**src/rtl/rld_pkg.sv**
```systemverilog
package rld_pkg;
  localparam int unsigned DEF_ON_RUN  = 8;
  localparam int unsigned DEF_OFF_RUN = 4;

  typedef struct packed {
    logic legal;      // code inside the used range
    logic high_side;  // output-on half of the code space
    logic last_low;   // final ones-count code
    logic last_high;  // final zeros-count code
  } dec_t;
endpackage

```
**src/rtl/rld_decode.sv**
```systemverilog
module rld_decode #(
  parameter int unsigned ON_RUN  = rld_pkg::DEF_ON_RUN,
  parameter int unsigned OFF_RUN = rld_pkg::DEF_OFF_RUN,
  parameter int unsigned ST_W    = $clog2(ON_RUN + OFF_RUN)
) (
  input  logic [ST_W-1:0] state_i,
  output rld_pkg::dec_t   dec_o
);
  localparam int unsigned NUM_ST = ON_RUN + OFF_RUN;
  localparam logic [ST_W-1:0] HI_BASE  = ST_W'(ON_RUN);
  localparam logic [ST_W-1:0] LO_LAST  = ST_W'(ON_RUN - 1);
  localparam logic [ST_W-1:0] MAX_CODE = ST_W'(NUM_ST - 1);

  always_comb begin
    dec_o.legal     = (state_i <= MAX_CODE);
    dec_o.high_side = dec_o.legal && (state_i >= HI_BASE);
    dec_o.last_low  = (state_i == LO_LAST);
    dec_o.last_high = (state_i == MAX_CODE);
  end
endmodule

```
**src/rtl/rld_next.sv**
```systemverilog
module rld_next #(
  parameter int unsigned ON_RUN  = rld_pkg::DEF_ON_RUN,
  parameter int unsigned OFF_RUN = rld_pkg::DEF_OFF_RUN,
  parameter int unsigned ST_W    = $clog2(ON_RUN + OFF_RUN)
) (
  input  logic [ST_W-1:0] state_i,
  input  rld_pkg::dec_t   dec_i,
  input  logic            bit_i,
  output logic [ST_W-1:0] next_o
);
  localparam logic [ST_W-1:0] HI_BASE = ST_W'(ON_RUN);
  localparam logic [ST_W-1:0] ONE     = ST_W'(1);

  always_comb begin
    if (!dec_i.legal) begin
      next_o = '0;  // unused codes recover
    end else if (!dec_i.high_side) begin
      if (!bit_i)             next_o = '0;
      else if (dec_i.last_low) next_o = HI_BASE;
      else                    next_o = state_i + ONE;
    end else begin
      if (bit_i)               next_o = HI_BASE;
      else if (dec_i.last_high) next_o = '0;
      else                     next_o = state_i + ONE;
    end
  end
endmodule

```
**src/rtl/rld_state_reg.sv**
```systemverilog
module rld_state_reg #(
  parameter int unsigned ST_W = 4
) (
  input  logic            clk_i,
  input  logic            rst_ni,
  input  logic            en_i,
  input  logic [ST_W-1:0] d_i,
  output logic [ST_W-1:0] q_o
);
  always_ff @(posedge clk_i or negedge rst_ni) begin
    if (!rst_ni)   q_o <= '0;
    else if (en_i) q_o <= d_i;
  end
endmodule

```
**src/rtl/rld_fsm.sv**
```systemverilog
module rld_fsm #(
  parameter int unsigned ON_RUN  = rld_pkg::DEF_ON_RUN,
  parameter int unsigned OFF_RUN = rld_pkg::DEF_OFF_RUN
) (
  input  logic clk_i,
  input  logic rst_ni,
  input  logic step_i,
  input  logic bit_i,
  output logic det_o,
  output logic det_q_o
);
  localparam int unsigned NUM_ST = ON_RUN + OFF_RUN;
  localparam int unsigned ST_W   = $clog2(NUM_ST);
  localparam logic [ST_W-1:0] HI_BASE  = ST_W'(ON_RUN);
  localparam logic [ST_W-1:0] MAX_CODE = ST_W'(NUM_ST - 1);

  logic [ST_W-1:0] state_q, state_d;
  rld_pkg::dec_t   dec;

  rld_decode #(.ON_RUN(ON_RUN), .OFF_RUN(OFF_RUN), .ST_W(ST_W)) u_decode (
    .state_i (state_q),
    .dec_o   (dec)
  );

  rld_next #(.ON_RUN(ON_RUN), .OFF_RUN(OFF_RUN), .ST_W(ST_W)) u_next (
    .state_i (state_q),
    .dec_i   (dec),
    .bit_i   (bit_i),
    .next_o  (state_d)
  );

  rld_state_reg #(.ST_W(ST_W)) u_state (
    .clk_i  (clk_i),
    .rst_ni (rst_ni),
    .en_i   (step_i),
    .d_i    (state_d),
    .q_o    (state_q)
  );

  // Mealy output: on while in the high half unless this is the final zero
  always_comb begin
    if (dec.high_side) det_o = ~(dec.last_high & ~bit_i);
    else               det_o = dec.legal & dec.last_low & bit_i;
  end

  always_ff @(posedge clk_i or negedge rst_ni) begin
    if (!rst_ni)      det_q_o <= 1'b0;
    else if (step_i)  det_q_o <= det_o;
  end

  AST_IDLE_HOLD: assert property (@(posedge clk_i) disable iff (!rst_ni)
    !step_i |=> ($stable(state_q) && $stable(det_q_o)));
  AST_LOW_BREAK: assert property (@(posedge clk_i) disable iff (!rst_ni)
    (step_i && !bit_i && !dec.high_side) |=> (state_q == '0));
  AST_TURN_ON: assert property (@(posedge clk_i) disable iff (!rst_ni)
    (step_i && det_o && !dec.high_side) |=> (state_q == HI_BASE));
  AST_HIGH_REARM: assert property (@(posedge clk_i) disable iff (!rst_ni)
    (step_i && bit_i && dec.high_side) |=> (state_q == HI_BASE && det_o));
  AST_TURN_OFF: assert property (@(posedge clk_i) disable iff (!rst_ni)
    (step_i && !det_o && dec.high_side) |=> (state_q == '0));
  AST_REG_COPY: assert property (@(posedge clk_i) disable iff (!rst_ni)
    step_i |=> (det_q_o == $past(det_o)));
  AST_CODE_RANGE: assert property (@(posedge clk_i) disable iff (!rst_ni)
    state_q <= MAX_CODE);
endmodule

```
**config.mk**
```make
export PLATFORM = sky130hd
export DESIGN_NAME = rld_fsm
export DESIGN_NICKNAME = d
export VERILOG_FILES = /design/src/rtl/rld_pkg.sv /design/src/rtl/rld_decode.sv /design/src/rtl/rld_next.sv /design/src/rtl/rld_state_reg.sv /design/src/rtl/rld_fsm.sv
export SDC_FILE = /design/constraint.sdc
export NUM_CORES = 1
export LEC_CHECK = 0
export BUFFER_PORTS_ARGS = -buffer_cell sky130_fd_sc_hd__buf_2
export CORE_AREA = 2 2 39 41
export DETAILED_ROUTE_END_ITERATION = 8
export DIE_AREA = 0 0 41 43
export PLACE_DENSITY = 0.47
export RECOVER_POWER = 50
export SLEW_MARGIN = 10
export SYNTH_ARGS = -nofsm -noshare
export SYNTH_HDL_FRONTEND = slang
export SYNTH_SLANG_ARGS = --single-unit
export TNS_END_PERCENT = 30
```
**constraint.sdc**
```tcl
create_clock -name clk_i -period 2.9 [get_ports clk_i]
set_clock_uncertainty 0.15 [all_clocks]
set_input_delay 0.29 -clock clk_i [delete_from_list [all_inputs] [get_ports clk_i]]
set_output_delay 0.29 -clock clk_i [all_outputs]
set_load 0.05 [all_outputs]
```
==> metrics.txt <==
critical path's slowest cell dfrtp_1; cts repair resizes 0; mux share of post-synthesis cell area 5.00%; Slew Limit Fails 0; Via density 4.80; grt met1 use 10.6%; number of global-route vias before repair 235; Antenna diodes 0; Hold Startpoint step_i; Worst Hold Depth 2; buffer depth of the longest clock path 2; post-CTS setup repair buffer count 0; Core Util, Final 27.1%; sequential area share after synthesis 41.7%; dpl hpwl 424 um; WP data required 2460 ps; Detail Route Antenna Nets 0; run status finished, final reports clean; LEAKAGE 0.183 nW; Initial Util 21.7%; r2r worst-path depth 4; leading post-synthesis cells by cell area dfrtp_1, nor2b_1, mux2_4, nor2b_4, ha_1; worst path cell trace ha_1 -> nand2b_1 -> a32o_2 -> buf_2; HP Class in -> reg; Synth Area in Compound Gates 22.5%; maximum clock rate 0.527 GHz; slowest stage delay, CP 400 ps; Post-Synth XOR/XNOR Area 0%; area of the multi-input gates 159 um^2; Port Buffer Count 5; Iter 0 DRT Violations 13; CP Buf/Inv Count 1; max-cap violation count 0; Synth Cell Area 300 um^2; worst r2r src u_state.q_o[0]; area grow syn2layout 25.0%; row cnt 14; Core ar. 0.00138 mm^2; nature of the critical path endpoint output port; delay-heaviest family, CP flip-flops; CTS root buffer clkbuf_4; die extent in y 43 um; CTS tree yes; grt peak-use layer met2; RSZ-0062 raised after global routing false; hold path endpoint u_state.q_o[1]; CTS Hold Buffers Added 1; FF+latch count, synth 5; Slew headroom 82.7%; mean cell area of the mapped netlist 9.69 um^2; WS Path Type reg -> out; Synth Area in Simple Gates 21.3%; Synth Warn # 0; Detailed Routing Iterations Pass 1 4; final setup vio count 0; Slew @ Worst Pin 259 ps; share of layout cells above drive strength 1 25.0%; Die ar. 0.00176 mm^2; Cell Pwr Density 985 mW/mm^2; reg2reg end det_q_o; maximum net fanout on the critical path 7; Die W 41 um; Clock Sinks 5; IO Pins 6; DR WL/cell 10.3 um; Filler Cells Inserted 148; nets@finish 46; final setup TNS 0 ps; area leader, netlist dfrtp_1; largest net degree at the start of global routing 11; period utilization 65.5%; grt total ovfl 0; CTS buffer count 3; syn nets 36; cell count after synthesis 31; first-pass GRT wire length 979 um; M2 GR Usage 10.6%; routability cong. 0.537; CP startpoint kind register; Clk pin slew, worst setup/hold paths 40 ps; largest family of logic cells by synthesized area compound AO/OA/AOI/OAI gates; H-tree depth 1; Seq. cell area 125 um^2; clock latency on the worst-skew pair 240 ps; Vias 269; post-synth top area share 41.7%; Synth cell types 19; gr usage total 9.11%; Final min period 1900 ps; Final Hold Vio Count 0; Hold WS 238 ps; Post-Route WL 575 um; peak supply drop 0.242 mV; R2R setup slack 1360 ps; met3 usage 4.71%; initial antenna violation count 0; DRC 0; adder-cell share of the synthesized area 4.17%; WP data arrival 1460 ps
## synth_stat cells
library cell	number
dfrtp_1	5
inv_1	3
nor2b_1	3
a21oi_1	2
nand2_1	2
nand3_1	2
nor2_1	2
a32o_1	1
a32o_2	1
buf_2	1
ha_1	1
mux2_4	1
nand2b_1	1
nor2b_4	1
o21ai_0	1
o221ai_1	1
o22ai_1	1
o2bb2ai_1	1
o31ai_1	1
## layer usage
layer,wire (um),vias up
li1,-,129
met1,248,130
met5,0,-
met4,4,0
met2,295,8
met3,27,2
## stage by stage
stage	cells	worst slack, ps	power, mW	area, um^2
final	56	1000	0.370	375
after global routing	56	860	0.399	375
after CTS	56	989	0.373	377
after detailed placement	51	1250	0.290	340
after global placement	51	1240	0.289	340
after floorplan	31	1310	0.255	300
## flip-flops by register name (all words and copies together), names as in the netlist
name and count:
det_q_o 1, u_state.q_o 4
## kinds of logic after synthesis
group           count (synthesis)
compound gates                  9
mux                             1
simple gates                   11
flops                           5
buf+inv                         4
fa+ha+maj                       1
## worst max-delay path by stage
stage,slack (ps),endpoint,cells after the start,start
floorplan,1310,det_q_o,4,u_state.q_o[0]
global placement,1240,det_o,4,u_state.q_o[0]
detailed placement,1250,det_o,4,u_state.q_o[0]
CTS,990,det_o,4,u_state.q_o[0]
global route,860,det_o,4,u_state.q_o[0]
finish,1000,det_o,4,u_state.q_o[0]
## final cells by class
cell class                 instances  share of cell area, %
multi-input combinational         22                   42.3
timing repair buffer               6                   9.00
tap                               16                   5.33
sequential                         5                   33.3
inverter                           3                   3.00
clock buffer                       4                   7.00
## report_power, final
| part | internal, mW | switching [mW] |
|---|---|---|
| logic | 0.0643 | 0.0970 |
| registers | 0.0977 | 0.0332 |
| clock network | 0.0518 | 0.0257 |
| total | 0.214 | 0.156 |
## cells in the final DEF, fill, tap and decap left out, drive strengths merged
cell / n
nand2b: 1
o31ai: 1
o22ai: 1
mux2: 1
ha: 1
nor2: 2
o2bb2ai: 1
a32o: 2
dfrtp: 5
o21ai: 1
nand3: 2
nor2b: 4
inv: 3
dlygate4sd3: 1
a21oi: 2
clkbuf: 5
buf: 4
nand2: 2
o221ai: 1
(Power assumes the default switching activity.)
